[src/rtl/eerd_pkg.sv]
package eerd_pkg;

  typedef enum logic [1:0] {
    PH_BOOT = 2'd0,
    PH_READ = 2'd1,
    PH_HOLD = 2'd2
  } eerd_phase_t;

  // Command bit for serial period idx: start 1, opcode 1 0, then address zeros.
  function automatic logic cmd_bit(input int unsigned idx);
    return (idx < 2);
  endfunction

  // Word k of the received 48-bit stream; word 0 arrived first.
  function automatic logic [15:0] word_at(input logic [47:0] s, input int unsigned k);
    if (k == 0) return s[47:32];
    if (k == 1) return s[31:16];
    return s[15:0];
  endfunction

  // Ganged flag lives in bit 14 of word 0.
  function automatic logic gang_of(input logic [15:0] w0);
    return w0[14];
  endfunction

endpackage

[src/rtl/eerd_clkgen.sv]
module eerd_clkgen #(
  parameter int DIV = 16
) (
  input  logic clk,
  input  logic rst_n,
  input  logic run,
  output logic sclk,
  output logic rise_tk,
  output logic fall_tk
);
  localparam int HALF = DIV / 2;
  localparam int CW   = $clog2(DIV);

  logic [CW-1:0] cnt;

  assign rise_tk = run && (cnt == CW'(HALF - 1));
  assign fall_tk = run && (cnt == CW'(DIV - 1));

  always_ff @(posedge clk or negedge rst_n) begin
    if (!rst_n) begin
      cnt  <= '0;
      sclk <= 1'b0;
    end else if (!run) begin
      cnt  <= '0;
      sclk <= 1'b0;
    end else begin
      cnt <= (cnt == CW'(DIV - 1)) ? '0 : cnt + 1'b1;
      if (rise_tk)      sclk <= 1'b1;
      else if (fall_tk) sclk <= 1'b0;
    end
  end

  assert_fall_from_high_R2: assert property (@(posedge clk) disable iff (!rst_n)
    fall_tk |-> sclk);
  assert_rise_from_low_R2: assert property (@(posedge clk) disable iff (!rst_n)
    rise_tk |-> !sclk);
  assert_idle_low_R7: assert property (@(posedge clk) disable iff (!rst_n)
    !run |=> !sclk);

endmodule

[src/rtl/eerd_seq.sv]
module eerd_seq
  import eerd_pkg::*;
#(
  parameter int ADDR_W = 6
) (
  input  logic        clk,
  input  logic        rst_n,
  input  logic        mem_en_n,
  input  logic        sdat_i,
  input  logic        sclk,
  input  logic        fall_tk,
  output logic        run,
  output logic        sclk_oe,
  output logic        sdat_o,
  output logic        sdat_oe,
  output logic        fire,
  output logic        skip,
  output logic        strap,
  output logic [47:0] stream,
  output logic        off_mode
);
  localparam int CMD_LEN  = 3 + ADDR_W;
  localparam int DATA_LEN = 48;
  localparam int TOTAL    = CMD_LEN + DATA_LEN;
  localparam int BW       = $clog2(TOTAL + 1);

  eerd_phase_t         phase;
  logic [BW-1:0]       bitn;
  logic [DATA_LEN-1:0] shreg;
  logic                last_fall;
  logic                in_data;

  assign run       = (phase == PH_READ);
  assign sclk_oe   = run;
  assign last_fall = run && fall_tk && (bitn == BW'(TOTAL - 1));
  assign in_data   = (bitn >= BW'(CMD_LEN));
  assign fire      = last_fall;
  assign skip      = (phase == PH_BOOT) && mem_en_n;
  assign strap     = sdat_i;
  assign stream    = {shreg[DATA_LEN-2:0], sdat_i};

  // Controller owns the line until the last command rising edge has passed.
  assign sdat_oe = run && ((bitn < BW'(CMD_LEN - 1)) ||
                           ((bitn == BW'(CMD_LEN - 1)) && !sclk));
  assign sdat_o  = sdat_oe && cmd_bit(int'(bitn));

  always_ff @(posedge clk or negedge rst_n) begin
    if (!rst_n) begin
      phase    <= PH_BOOT;
      bitn     <= '0;
      shreg    <= '0;
      off_mode <= 1'b0;
    end else begin
      case (phase)
        PH_BOOT: begin
          if (mem_en_n) begin
            phase    <= PH_HOLD;
            off_mode <= 1'b1;
          end else begin
            phase <= PH_READ;
          end
        end
        PH_READ: begin
          if (fall_tk) begin
            bitn <= bitn + 1'b1;
            if (in_data) shreg <= {shreg[DATA_LEN-2:0], sdat_i};
            if (last_fall) phase <= PH_HOLD;
          end
        end
        default: phase <= PH_HOLD;
      endcase
    end
  end

  assert_release_in_high_R4: assert property (@(posedge clk) disable iff (!rst_n)
    $fell(sdat_oe) |-> sclk);
  assert_data_needs_clock_R7: assert property (@(posedge clk) disable iff (!rst_n)
    sdat_oe |-> sclk_oe);
  assert_single_read_R10: assert property (@(posedge clk) disable iff (!rst_n)
    (phase == PH_HOLD) |=> (phase == PH_HOLD) && !sclk_oe);
  assert_off_quiet_R9: assert property (@(posedge clk) disable iff (!rst_n)
    off_mode |-> !sclk_oe && !sdat_oe);

endmodule

[src/rtl/eerd_decode.sv]
module eerd_decode
  import eerd_pkg::*;
#(
  parameter logic [15:0] DEF_VID = 16'hC0DE,
  parameter logic [15:0] DEF_PID = 16'h4B1D
) (
  input  logic        clk,
  input  logic        rst_n,
  input  logic        fire,
  input  logic        skip,
  input  logic        strap,
  input  logic [47:0] stream,
  output logic        ganged,
  output logic [15:0] vid,
  output logic [15:0] pid,
  output logic        done,
  output logic        held
);
  always_ff @(posedge clk or negedge rst_n) begin
    if (!rst_n) begin
      ganged <= 1'b0;
      vid    <= '0;
      pid    <= '0;
      done   <= 1'b0;
      held   <= 1'b0;
    end else begin
      done <= 1'b0;
      if (fire) begin
        ganged <= gang_of(word_at(stream, 0));
        vid    <= word_at(stream, 1);
        pid    <= word_at(stream, 2);
        done   <= 1'b1;
        held   <= 1'b1;
      end else if (skip) begin
        ganged <= strap;
        vid    <= DEF_VID;
        pid    <= DEF_PID;
        done   <= 1'b1;
        held   <= 1'b1;
      end
    end
  end

  assert_done_pulse_R8: assert property (@(posedge clk) disable iff (!rst_n)
    done |=> !done);
  assert_hold_values_R8: assert property (@(posedge clk) disable iff (!rst_n)
    held |=> $stable(vid) && $stable(pid) && $stable(ganged));
  assert_no_second_load_R10: assert property (@(posedge clk) disable iff (!rst_n)
    held |-> !fire && !skip);
  assert_zero_until_done_R1: assert property (@(posedge clk) disable iff (!rst_n)
    !held |-> (vid == 16'h0) && (pid == 16'h0) && !ganged);

endmodule

[src/rtl/boot_eeprom_reader.sv]
module boot_eeprom_reader
  import eerd_pkg::*;
#(
  parameter int          CLK_DIV = 16,
  parameter int          ADDR_W  = 6,
  parameter logic [15:0] DEF_VID = 16'hC0DE,
  parameter logic [15:0] DEF_PID = 16'h4B1D
) (
  input  logic        clk,
  input  logic        rst_n,
  input  logic        mem_en_n,
  input  logic        sdat_i,
  output logic        sclk_o,
  output logic        sclk_oe,
  output logic        sdat_o,
  output logic        sdat_oe,
  output logic        ganged_o,
  output logic [15:0] vendor_id_o,
  output logic [15:0] product_id_o,
  output logic        done_o
);
  logic        run;
  logic        sclk;
  logic        rise_tk;
  logic        fall_tk;
  logic        fire;
  logic        skip;
  logic        strap;
  logic [47:0] stream;
  logic        off_mode;
  logic        held;

  eerd_clkgen #(.DIV(CLK_DIV)) u_clk (
    .clk     (clk),
    .rst_n   (rst_n),
    .run     (run),
    .sclk    (sclk),
    .rise_tk (rise_tk),
    .fall_tk (fall_tk)
  );

  eerd_seq #(.ADDR_W(ADDR_W)) u_seq (
    .clk      (clk),
    .rst_n    (rst_n),
    .mem_en_n (mem_en_n),
    .sdat_i   (sdat_i),
    .sclk     (sclk),
    .fall_tk  (fall_tk),
    .run      (run),
    .sclk_oe  (sclk_oe),
    .sdat_o   (sdat_o),
    .sdat_oe  (sdat_oe),
    .fire     (fire),
    .skip     (skip),
    .strap    (strap),
    .stream   (stream),
    .off_mode (off_mode)
  );

  eerd_decode #(.DEF_VID(DEF_VID), .DEF_PID(DEF_PID)) u_dec (
    .clk    (clk),
    .rst_n  (rst_n),
    .fire   (fire),
    .skip   (skip),
    .strap  (strap),
    .stream (stream),
    .ganged (ganged_o),
    .vid    (vendor_id_o),
    .pid    (product_id_o),
    .done   (done_o),
    .held   (held)
  );

  assign sclk_o = sclk;

  assert_edges_exclusive_R2: assert property (@(posedge clk) disable iff (!rst_n)
    !(rise_tk && fall_tk));
  assert_clock_off_after_done_R7: assert property (@(posedge clk) disable iff (!rst_n)
    held |-> !sclk_oe && !sdat_oe);

endmodule

[config.mk]
export PLATFORM = sky130hd
export DESIGN_NAME = boot_eeprom_reader
export DESIGN_NICKNAME = d
export VERILOG_FILES = /design/src/rtl/eerd_pkg.sv /design/src/rtl/eerd_clkgen.sv /design/src/rtl/eerd_seq.sv /design/src/rtl/eerd_decode.sv /design/src/rtl/boot_eeprom_reader.sv
export SDC_FILE = /design/constraint.sdc
export NUM_CORES = 1
export LEC_CHECK = 0
export BUFFER_PORTS_ARGS = -buffer_cell sky130_fd_sc_hd__buf_2
export CAP_MARGIN = 5
export CORE_ASPECT_RATIO = 1.75
export CORE_MARGIN = 2
export CORE_UTILIZATION = 62
export CTS_CLUSTER_DIAMETER = 30
export DETAILED_ROUTE_END_ITERATION = 6
export PLACE_DENSITY_LB_ADDON = 0.05
export SLEW_MARGIN = 20
export SYNTH_ARGS = -nofsm -noshare
export SYNTH_HDL_FRONTEND = slang
export SYNTH_SLANG_ARGS = --single-unit
[constraint.sdc]
create_clock -name clk -period 3.3 [get_ports clk]
set_input_delay 0 -clock clk [delete_from_list [all_inputs] [get_ports clk]]
set_output_delay 0 -clock clk [all_outputs]
set_load 0.02 [all_outputs]
==> Word-level counts from Yosys, hierarchy flattened <==
Index checks and enable logic that the tools add are counted.
{ "word_totals": {"input_bits": 4, "output_inout_bits": 38, "wordCells": 57, "regBits": 93} }
{ "classes": {"n_mux": 20, "n_reduce_logical": 15, "eq_ne": 8, "order_cmp": 3, "n_addsub": 2} }
{ "ops": {"columns": ["operator", "count"], "rows": [
  ["16-bit two-way mux", 5],
  ["15-bit two-way mux", 1],
  ["1-bit logical AND", 8],
  ["1-bit two-way mux", 8],
  ["4-bit two-way mux", 2],
  ["6-bit by 1-bit adder with 6-bit output (second input constant)", 1],
  ["6-bit by 4-bit == test with 1-bit output (second input constant)", 1],
  ["6-bit == test (second input constant)", 1],
  ["6-bit by 4-bit greater-or-equal comparator with 1-bit output (second input constant)", 1],
  ["6-bit by 2-bit < comparator with 1-bit output (second input constant)", 1],
  ["6-bit by 4-bit < comparator with 1-bit output (second input constant)", 1],
  ["2-bit two-way mux", 3],
  ["4-bit by 1-bit adder with 4-bit output (second input constant)", 1],
  ["4-bit by 3-bit == test with 1-bit output (second input constant)", 1],
  ["4-bit == test (second input constant)", 1],
  ["2-bit one-hot mux with 2 select lines", 1],
  ["2-bit AND reduction", 2],
  ["3-bit by 2-bit inequality test with 1-bit output (second input constant)", 1],
  ["3-bit AND reduction", 1],
  ["2-bit by 1-bit == test with 1-bit output (second input constant)", 1],
  ["2-bit logical NOT", 1],
  ["2-bit by 1-bit inequality test with 1-bit output (second input constant)", 1],
  ["2-bit inequality test (second input constant)", 1],
  ["2-bit nonzero test", 1],
  ["other kinds (2)", 2]
]} }

==> Depth between registers and ports, before layout <==
Gate-level depths: netlist of run 1.
{ "logic_depth": {"word_depth": 7, "depth_mapped": 8, "depth_no_buf": 6} }

==> Modules after synthesis <==
A second synthesis of run 1 with hierarchy kept.
{ "unflattened": {"hier_cells": 286, "area_unflattened_um2": 4007.6} }
{ "modules_own_cells": {"columns": ["mod", "seq_area_each_um2", "n_inst", "area_each_um2", "cells_per_inst"], "rows": [
  ["eerd_seq", 1401.3, 1, 2421.1, 150],
  ["eerd_decode", 875.8, 1, 1358.8, 114],
  ["eerd_clkgen", 125.1, 1, 227.7, 22]
]} }

==> Worst setup path after synthesis of run 1 <==
Ideal clock, no wire load.
{ "synth_timing": {"path_type": "register -> register", "from": "register u_clk.cnt[0]", "to": "register u_seq.shreg[32]", "t_required_ns": 3.175, "n_path_buf": 1, "path_slack_ns": 1.495, "synth_period_minus_slack_ns": 1.805, "setup_time_ns": 0.125, "t_arrival_ns": 1.681, "path_stages_with_launch": 7, "cell_sequence": "dfrtp_1 -> ha_1 -> and3_1 -> nand2_2 -> a21oi_4 -> buf_6 -> mux2_2"} }
{ "synth_between": {"elab_chain_len": 3} }
{ "synth_rtl": {"columns": ["item", "line", "text"], "rows": [
  ["start, declared", "eerd_clkgen.sv:14", "logic [CW-1:0] cnt;"],
  ["start signal, assigned", "eerd_clkgen.sv:27", "cnt <= (cnt == CW'(DIV - 1)) ? '0 : cnt + 1'b1;"],
  ["4-bit == test", "eerd_clkgen.sv:17", "assign fall_tk = run && (cnt == CW'(DIV - 1));"],
  ["1-bit logical AND", "eerd_clkgen.sv:17", null],
  ["3-bit AND reduction (no source line)", null, null],
  ["end signal, assigned", "eerd_seq.sv:66", "if (in_data) shreg <= {shreg[DATA_LEN-2:0], sdat_i};"],
  ["end, declared", "eerd_seq.sv:29", "logic [DATA_LEN-1:0] shreg;"]
]} }
Every way passes these cells.
A chain may end at the register's enable or synchronous reset.

==> Final worst setup path of run 1 <==
{ "layout_timing": {"from": "register u_clk.cnt[0]", "to": "register u_seq.shreg[12]"} }
Same word-level chain as after synthesis.

==> results of run 1 <==
==> layer usage <==
metal / share of wire [%] / wire (um)
met1: 42 / 2604
met2: 53 / 3324
met3: 2.9 / 182
met4: 1.9 / 121
met5: 0 / 0
==> sequential cells by signal, indices dropped and copies added, names as in the netlist <==
register      count
u_dec.vid        16
u_seq.shreg      46
u_dec.pid        16
u_dec.ganged      1
u_dec.done        1
u_seq.bitn        6
u_clk.cnt         4
u_clk.sclk        1
u_seq.phase       2
==> final cells by class <==
class / count / share of cell area [%]
Clock buffer: 12 / 3.468
Clock inverter: 2 / 0.8371
Inverter: 7 / 0.6278
Multi-Input combinational cell: 194 / 30.79
Sequential cell: 93 / 55.61
Tap cell: 78 / 2.332
Timing Repair Buffer: 48 / 6.338
==> through the flow <==
step / total power, mW / util [%]
2_1_floorplan: 1.275 / -
3_5_place_dp: 1.340 / 68.32
6_report: 2.023 / 71.75
3_3_place_gp: 1.336 / 68.32
5_1_grt: 2.112 / 71.75
4_1_cts: 2.051 / 71.75
==> logic make-up after synthesis <==
logic type | after synthesis
simple gates | 94
compound gates | 43
mux | 46
xor+xnor | 6
buf+inv | 22
flops | 93
fa+ha+maj | 5
==> power groups by stage <==
stage          registers [mW]  logic, mW  clock network [mW]
3_5_place_dp             1.21      0.130                   0
5_1_grt                  1.19      0.143               0.777
4_1_cts                  1.19      0.132               0.732
2_1_floorplan            1.25     0.0223                   0
6_report                 1.19      0.129               0.708
3_3_place_gp             1.21      0.128                   0
==> worst reg2reg max path, cell delays in order, from the launching register on <==
cell and delay (ns):
dfrtp_1 0.39, ha_1 0.26, and3_1 0.24, nand2_2 0.10, a21oi_4 0.55, buf_4 0.36, mux2_2 0.36
==> what timing repair did <==
item                                    4_1_cts  5_1_grt
endpoints found under the setup margin        0        0
hold buffers                                  2        0
endpoints found under the hold margin        79        0
==> how the worst max path moves through the flow <==
stage                                       from                          end  slack, ns  depth (start not counted)
after floorplan           u_clk.cnt[0]$_DFF_PN0_  u_seq.shreg[32]$_DFFE_PN0P_       1.49                          6
after global placement    u_clk.cnt[0]$_DFF_PN0_  u_seq.shreg[19]$_DFFE_PN0P_       1.02                          6
after detailed placement  u_clk.cnt[0]$_DFF_PN0_  u_seq.shreg[12]$_DFFE_PN0P_       0.94                          6
after CTS                 u_clk.cnt[0]$_DFF_PN0_  u_seq.shreg[15]$_DFFE_PN0P_       0.92                          6
after global routing      u_clk.cnt[0]$_DFF_PN0_   u_seq.shreg[8]$_DFFE_PN0P_       0.81                          6
final                     u_clk.cnt[0]$_DFF_PN0_  u_seq.shreg[12]$_DFFE_PN0P_       0.93                          6
==> Yosys cell counts (3+ instances only) <==
cell	count	area, sq um
dfrtp_1	93	2327
nand2_1	53	198.9
mux2_2	40	450.4
o21ai_0	33	165.2
nor2_1	23	86.33
inv_1	7	26.28
mux2_1	6	67.56
clkbuf_1	5	18.77
ha_1	5	62.56
a21oi_1	4	20.02
buf_6	4	45.04
xnor2_1	4	35.03
buf_2	3	15.01
buf_4	3	22.52
==> reports/results.txt, run 1 <==
status: completed
slack of the critical path: 0.9273 ns
gr usage total: 21.09%
io pins: 42
Setup crit start kind: register
main flop type after synthesis: dfrtp_1
area fraction in compound gates after synthesis: 6.298%
fillers: 443
Adder-Cell Fraction of Synth Area: 1.675%
Most Crowded Layer GR: met2
max_cap viols: 0
Max stage delay on crit path: 0.55 ns
Synth Area in XOR/XNOR: 1.407%
number of synthesized register bits: 93
Worst EP required: 3.54 ns
mux share of post-synthesis cell area: 13.87%
crit path max fanout: 22
port buffer count: 41
Slew HR: 37.38%
met2 Use GR: 36.64%
Pre-Repair DR Iteration Count: 4
register area share after synthesis: 62.31%
GRT overflow: 0
dpl hpwl: 4275 um
GPL Wtd Cong: 0.7076
hold path startpoint: mem_en_n
crit path capture type: register
Clock Power Share: 35.0%
Rows: 37
Avg Inst Size Synth: 12.09 sq um
largest family of logic cells by synthesized area: multiplexers
vias per inst: 5.343
Max H-tree Level: 3
Synth Net Count: 318
CTS buffer count: 9
PD cells: 483.3 nW/um^2
Die Width: 62.67 um
critical setup path kind: reg -> reg
CTS max path bufs: 2
R2R setup slack: 0.93 ns
initial core utilization: 64.03%
worst hold path type: in -> reg
die area: 6685 sq um
Root Buffer Master: clkbuf_8
final WL: 6233 um
number of synthesis warnings: 0
R2R Path End: u_seq.shreg[12]$_DFFE_PN0P_
CTS clk-pin slew, worst paths: 0.08 ns
hold depth: 3
layout cells sized above 1: 28.93%
Int Power: 1.571 mW
post-route insts no fill: 434
Synth Area in Simple Gates: 11.02%
Detail Route Antenna Nets: 0
placed instance count: 418
Sw Pwr: 0.4516 mW
area occupied by registers: 2327 sq um
Top delay family on crit path: compound AO/OA/AOI/OAI gates
largest net degree at the start of global routing: 78
Reg power frac: 58.6%
Final Critical Period: 2.373 ns
peak supply drop: 0.0003110 V
M1 GR Usage: 24.48%
Area Growth Syn to Fin: 12.06%
per-cell routed wire length: 14.36 um
hold slack final: 0.05377 ns
leakage: 2.015 nW
first-pass GRT wire length: 10790 um
Place WS: 0.9387 ns
via count: 2319
Yosys cell types: 35
unrepaired setup endpoints after global routing: false
number of diodes: 0
clk sinks: 93
area of the multi-input gates: 1289 sq um
initial antenna violation count: 0
synthesized area: 3735 sq um
met3 usage: 5.352%
hold path endpoint: u_seq.phase[0]$_DFFE_PN0P_
reg2reg start: u_clk.cnt[0]$_DFF_PN0_
sw frac: 22.33%
slowest CP cell: a21oi_4
Bufs and invs on worst path: 1
crit share post-route: 71.90%
commonest non-fill, non-tap cell in the layout: dfrtp_1
Area after DPL: 3985 sq um
max-slew violations: 0
Mapped Cells: 309
setup_tns: 0 ns
Hold Fails Final Rpt: 0
Comb pwr share: 6.4%
Detailed Route Iter0 Violations: 217
clock tree from TritonCTS: done
Final Setup Violations: 0
worst skew pair latency: 0.35 ns
number of synthesized flops with an enable pin: 0
# resized after CTS: 0
DRC violations left: 0
Post-CTS Setup Bufs: 0
crit path cell chain: ha_1 -> and3_1 -> nand2_2 -> a21oi_4 -> buf_4 -> mux2_2
worst r2r path cells: 6
highest-count cells in the layout ignoring fill and taps: 93 x dfrtp_1, 53 x nand2_1, 40 x mux2_2, 40 x buf_2, 33 x o21ai_0
vias in the first global route: 2404
ys async rst share: 100.0%
Die Y: 106.7 um
post-layout net count: 362
Design Area, Final: 4185 sq um
fmax: 0.4215 GHz
actual slew at the worst max-slew pin: 0.9393 ns
Placeable Area: 5833 sq um
Worst Path Arrival: 2.61 ns
clk_skew: 0.006390 ns
Note: power is estimated with default switching activity, not from simulation.
==> run 2: changes to the inputs <==
--- a/config.mk
+++ b/config.mk
@@ -9,7 +9,7 @@
 export CAP_MARGIN = 5
 export CORE_ASPECT_RATIO = 1.75
 export CORE_MARGIN = 2
-export CORE_UTILIZATION = 62
+export CORE_UTILIZATION = 52
 export CTS_CLUSTER_DIAMETER = 30
 export DETAILED_ROUTE_END_ITERATION = 6
 export PLACE_DENSITY_LB_ADDON = 0.05
==> constraint.sdc (replaced) <==
create_clock -name clk -period 2.07 [get_ports clk]
set_input_delay 0 -clock clk [delete_from_list [all_inputs] [get_ports clk]]
set_output_delay 0 -clock clk [all_outputs]
set_load 0.02 [all_outputs]
==> run 2 against run 1 <==
Compared with the run above:
- cell count grew 2.5%
- fmax up 23%
- sequential power rose by 59%
- sequential cell count did not move
- global-route usage down 1.2 points
- combinational power up 65%
- register-to-register slack worse by 0.79 ns
- sequential share of layout area fell by 3.0 points
- count of clock-buffer cells in the layout down 1
- final area increased by 5.7%
- first-iteration DRC count fell by 39%
- worst hold slack improved by 0.027 ns
==> reports/results.txt, run 2 (synthesized netlist as in run 1, its figures left out) <==
Max stage delay on crit path: 0.40 ns
placed instance count: 427
commonest non-fill, non-tap cell in the layout: dfrtp_1
Root Buffer Master: clkbuf_16
layout cells sized above 1: 30.19%
initial core utilization: 54.08%
initial antenna violation count: 0
Detail Route Antenna Nets: 0
PD cells: 905.6 nW/um^2
peak supply drop: 0.0005342 V
Post-CTS Setup Bufs: 0
Rows: 40
CTS clk-pin slew, worst paths: 0.06 ns
Placeable Area: 6907 sq um
R2R setup slack: 0.13 ns
Regs by FF count: u_seq.shreg: 46 flops, u_dec.pid: 16 flops, u_dec.vid: 16 flops
largest net degree at the start of global routing: 67
clk sinks: 93
hold path startpoint: mem_en_n
post-layout net count: 365
via count: 2318
most flop-heavy register: u_seq.shreg
crit path cell chain: ha_1 -> and3_1 -> nand2_2 -> a21oi_4 -> buf_12 -> mux2_2
Detailed Route Iter0 Violations: 132
clock tree from TritonCTS: done
Top delay family on crit path: flip-flops
final WL: 6509 um
CTS buffer count: 9
Die Y: 116.1 um
leakage: 2.117 nW
CTS max path bufs: 2
Final Setup Violations: 0
GRT overflow: 0
worst skew pair latency: 0.34 ns
Setup crit start kind: register
Die Width: 68.07 um
DRC violations left: 0
vias in the first global route: 2349
Final Critical Period: 1.935 ns
fmax: 0.5167 GHz
worst hold path type: in -> reg
Max H-tree Level: 3
Area Growth Syn to Fin: 18.43%
hold depth: 3
crit path capture type: register
Hold Fails Final Rpt: 0
Power Total: 4.006 mW
GPL Wtd Cong: 0.7137
gr usage total: 19.90%
io pins: 42
per-cell routed wire length: 14.63 um
max_cap viols: 0
post-route insts no fill: 445
die area: 7903 sq um
fillers: 566
status: completed
vias per inst: 5.209
crit path max fanout: 46
highest-count cells in the layout ignoring fill and taps: 93 x dfrtp_1, 53 x nand2_1, 40 x mux2_2, 40 x buf_2, 33 x o21ai_0
hold path endpoint: u_seq.phase[0]$_DFFE_PN0P_
Bufs and invs on worst path: 1
max reg flops: 46
worst r2r path cells: 6
Worst Path Arrival: 2.15 ns
unrepaired setup endpoints after global routing: false
max-slew violations: 0
port buffer count: 41
setup_tns: 0 ns
reg2reg start: u_clk.cnt[0]$_DFF_PN0_
critical setup path kind: reg -> reg
dpl hpwl: 4313 um
actual slew at the worst max-slew pin: 0.6676 ns
clk_skew: 0.007099 ns
Pre-Repair DR Iteration Count: 4
slowest CP cell: dfrtp_1
Slew HR: 55.49%
Util after Layout: 64.04%
crit share post-route: 93.50%
Worst EP required: 2.29 ns
first-pass GRT wire length: 11410 um
R2R Path End: u_seq.shreg[30]$_DFFE_PN0P_
number of diodes: 0
==> run 2: changes by cell type in the layout (fill, tap and decap cells not counted), sizes merged <==
cell and delta:
bufinv +2, clkbuf -1, buf +3, clkinv +1
==> run 2: how the worst max path moves through the flow <==
stage / from / to / slack, ns / cells after the start
final: u_clk.cnt[0]$_DFF_PN0_ / u_seq.shreg[30]$_DFFE_PN0P_ / 0.13 / 6
after global routing: u_clk.cnt[0]$_DFF_PN0_ / u_seq.shreg[29]$_DFFE_PN0P_ / 0.01 / 6
after CTS: u_clk.cnt[0]$_DFF_PN0_ / u_seq.shreg[14]$_DFFE_PN0P_ / 0.13 / 6
after detailed placement: u_clk.cnt[0]$_DFF_PN0_ / u_seq.shreg[14]$_DFFE_PN0P_ / 0.14 / 6
after global placement: u_clk.cnt[0]$_DFF_PN0_ / u_seq.shreg[5]$_DFFE_PN0P_ / 0.16 / 6
after floorplan: u_clk.cnt[0]$_DFF_PN0_ / u_seq.shreg[32]$_DFFE_PN0P_ / 0.26 / 6
==> run 2: routing by layer <==
layer	global-route usage, %	part of all wire, %	up-vias
li1	-	-	1131
met1	24.28	42	1144
met2	32.69	53	34
met3	5.780	2.5	9
met4	8.000	1.9	0
met5	0	0	-
==> run 2: metrics by stage <==
stage	worst slack [ns]	hold slack, ns	cell area, sq um
CTS	0.1287	0.08017	4423
detailed placement	0.1403	-0.01206	4053
floorplan	0.2647	-0.2956	3735
finish	0.1345	0.08107	4423
global placement	0.1617	-0.01310	4053
global route	0.01072	0.1430	4423
==> run 2: what timing repair did <==
item,CTS,global route
hold buffers,2,0
gates resized for setup,0,0
endpoints found under the hold margin,60,0
setup endpoints to repair,0,0
==> run 2: area by class of cell <==
class	count	area, sq um	area share (%)
flip-flops and latches	93	2327	52.62
multi-input cells	194	1289	29.14
repair buffers	51	325.3	7.355
clock buffers	11	242.7	5.488
clock inverters	5	107.6	2.433
well taps	84	105.1	2.376
inverters	7	26.28	0.5941
==> run 2: power breakdown <==
group          switching [mW]  internal (mW)
combinational           0.147         0.0657
sequential             0.0247           1.87
clock                   0.681           1.22
total                   0.853           3.15
==> run 2: worst register-to-register path: cells and delay by family (launching register included) <==
family / cells / cell delay (ns)
adder cells (fa/ha/maj): 1 / 0.26
buffers and inverters: 1 / 0.26
multiplexers: 1 / 0.38
AO/OA/AOI/OAI: 1 / 0.15
flip-flops: 1 / 0.40
AND/OR/NAND/NOR: 2 / 0.37
==> run 3: changes to the inputs <==
--- a/config.mk
+++ b/config.mk
@@ -9,7 +9,7 @@
 export CAP_MARGIN = 5
 export CORE_ASPECT_RATIO = 1.75
 export CORE_MARGIN = 2
-export CORE_UTILIZATION = 52
+export CORE_UTILIZATION = 57
 export CTS_CLUSTER_DIAMETER = 30
 export DETAILED_ROUTE_END_ITERATION = 6
 export PLACE_DENSITY_LB_ADDON = 0.05
==> constraint.sdc (replaced) <==
create_clock -name clk -period 1.9 [get_ports clk]
set_input_delay 0 -clock clk [delete_from_list [all_inputs] [get_ports clk]]
set_output_delay 0 -clock clk [all_outputs]
set_load 0.02 [all_outputs]
==> run 3 against run 2 <==
Compared with the run above:
- clock power down 4%
- sequential cell count unchanged
- critical path depth is the same
- cell count is the same
- non-clock buffer count up 2
- largest power group is now sequential cells
- critical endpoint unchanged
- clock skew grew 0.0027 ns
- worst hold slack lost 0.0084 ns
==> reports/results.txt, run 3 (synthesized netlist as in run 1, its figures left out) <==
via count: 2313
io pins: 42
Detailed Route Iter0 Violations: 241
vias per inst: 5.198
status: completed
port buffer count: 41
Worst Path Arrival: 2.03 ns
Slew HR: 53.60%
clk_skew: 0.009773 ns
per-cell routed wire length: 14.90 um
hold depth: 3
reg2reg start: u_clk.cnt[0]$_DFF_PN0_
max_cap viols: 0
worst hold path type: in -> reg
most flop-heavy register: u_seq.shreg
fmax: 0.5521 GHz
crit path max fanout: 23
R2R setup slack: 0.09 ns
crit path capture type: register
vias in the first global route: 2389
Area Growth Syn to Fin: 18.49%
max-slew violations: 0
largest net degree at the start of global routing: 67
clk sinks: 93
die area: 7241 sq um
post-layout net count: 367
initial core utilization: 57.98%
clock tree from TritonCTS: done
Worst EP required: 2.12 ns
Final Setup Violations: 0
Sw Pwr: 0.8874 mW
first-pass GRT wire length: 11070 um
actual slew at the worst max-slew pin: 0.6960 ns
Area after DPL: 4045 sq um
PD cells: 930.9 nW/um^2
initial antenna violation count: 0
Max H-tree Level: 3
max reg flops: 46
DRC violations left: 0
CTS max path bufs: 2
Detail Route Antenna Nets: 0
Util after Layout: 68.71%
highest-count cells in the layout ignoring fill and taps: 93 x dfrtp_1, 53 x nand2_1, 40 x mux2_2, 40 x buf_2, 33 x o21ai_0
CTS clk-pin slew, worst paths: 0.06 ns
Comb pwr share: 5.5%
Rows: 39
peak supply drop: 0.0005860 V
Root Buffer Master: clkbuf_16
Clock Power Share: 44.4%
gr usage total: 20.10%
GPL Wtd Cong: 0.7234
number of diodes: 0
worst r2r path cells: 6
sw frac: 21.54%
dpl hpwl: 4324 um
Reg power frac: 50.1%
layout cells sized above 1: 31.68%
setup_tns: 0 ns
Pre-Repair DR Iteration Count: 4
Regs by FF count: u_seq.shreg: 46 flops, u_dec.pid: 16 flops, u_dec.vid: 16 flops
Die Width: 65.19 um
Post-CTS Setup Bufs: 0
Hold Fails Final Rpt: 0
final WL: 6630 um
Place WS: 0.005519 ns
Placeable Area: 6441 sq um
critical setup path kind: reg -> reg
Design Area, Final: 4425 sq um
Die Y: 111.1 um
commonest non-fill, non-tap cell in the layout: dfrtp_1
hold path startpoint: mem_en_n
leakage: 2.099 nW
Setup crit start kind: register
unrepaired setup endpoints after global routing: false
crit share post-route: 95.33%
hold slack final: 0.07271 ns
Final Critical Period: 1.811 ns
worst skew pair latency: 0.34 ns
Int Power: 3.232 mW
hold path endpoint: u_seq.phase[0]$_DFFE_PN0P_
GRT overflow: 0
R2R Path End: u_seq.shreg[30]$_DFFE_PN0P_
CTS buffer count: 9
slack of the critical path: 0.08874 ns
run 3: area by class of cell:
| class | count | area, sq um |
|---|---|---|
| Timing Repair Buffer | 53 | 345.3 |
| Clock inverter | 3 | 42.54 |
| Inverter | 7 | 26.28 |
| Sequential cell | 93 | 2327 |
| Tap cell | 82 | 102.6 |
| Fill cell | 510 | 2016 |
| Multi-Input combinational cell | 194 | 1311 |
| Clock buffer | 13 | 270.3 |
run 3: how the worst max path moves through the flow:
stage | from | endpoint | depth (start not counted) | slack [ns]
2_1_floorplan | u_clk.cnt[0]$_DFF_PN0_ | u_seq.shreg[32]$_DFFE_PN0P_ | 6 | 0.09
3_3_place_gp | u_clk.cnt[0]$_DFF_PN0_ | u_seq.shreg[5]$_DFFE_PN0P_ | 6 | 0.04
3_5_place_dp | u_clk.cnt[0]$_DFF_PN0_ | u_seq.shreg[28]$_DFFE_PN0P_ | 6 | 0.006
4_1_cts | u_seq.bitn[0]$_DFFE_PN0P_ | u_seq.shreg[41]$_DFFE_PN0P_ | 7 | 0.02
5_1_grt | u_clk.cnt[0]$_DFF_PN0_ | u_seq.shreg[30]$_DFFE_PN0P_ | 6 | 0.008
6_report | u_clk.cnt[0]$_DFF_PN0_ | u_seq.shreg[30]$_DFFE_PN0P_ | 6 | 0.09
run 3: critical path, cell delays in order, from the launching register on:
cell and delay (ns):
dfrtp_1 0.42, ha_4 0.18, and3_4 0.19, nand2_2 0.09
a21oi_4 0.21, clkbuf_16 0.25, mux2_2 0.35
run 3: metal layers:
metal / global-route usage, % / vias to the layer above / wire [um]
met5: 0 / - / 0
met4: 8.333 / 0 / 123
met3: 5.178 / 7 / 144
met2: 33.54 / 37 / 3566
met1: 24.31 / 1136 / 2796
li1: - / 1133 / -
run 3: power groups by stage:
stage / Sequential [mW] / Clock (mW) / Combinational [mW]
floorplan: 2.18 / 0 / 0.0386
global placement: 2.10 / 0 / 0.229
detailed placement: 2.10 / 0 / 0.232
CTS: 2.06 / 1.86 / 0.235
global route: 2.07 / 1.94 / 0.259
finish: 2.06 / 1.83 / 0.229
run 3: through the flow:
| step | power (mW) | std cells |
|---|---|---|
| floorplan | 2.214 | 309 |
| global placement | 2.328 | 426 |
| detailed placement | 2.333 | 426 |
| CTS | 4.164 | 444 |
| global route | 4.270 | 445 |
| finish | 4.120 | 445 |
run 3: repair_timing:
action | in CTS | in global routing
gates cloned | 0 | 1
gates resized for setup | 1 | 4
pin swaps | 0 | 0
hold endpoints to repair | 40 | 0
setup endpoints to repair | 4 | 47
hold buffers | 2 | 0
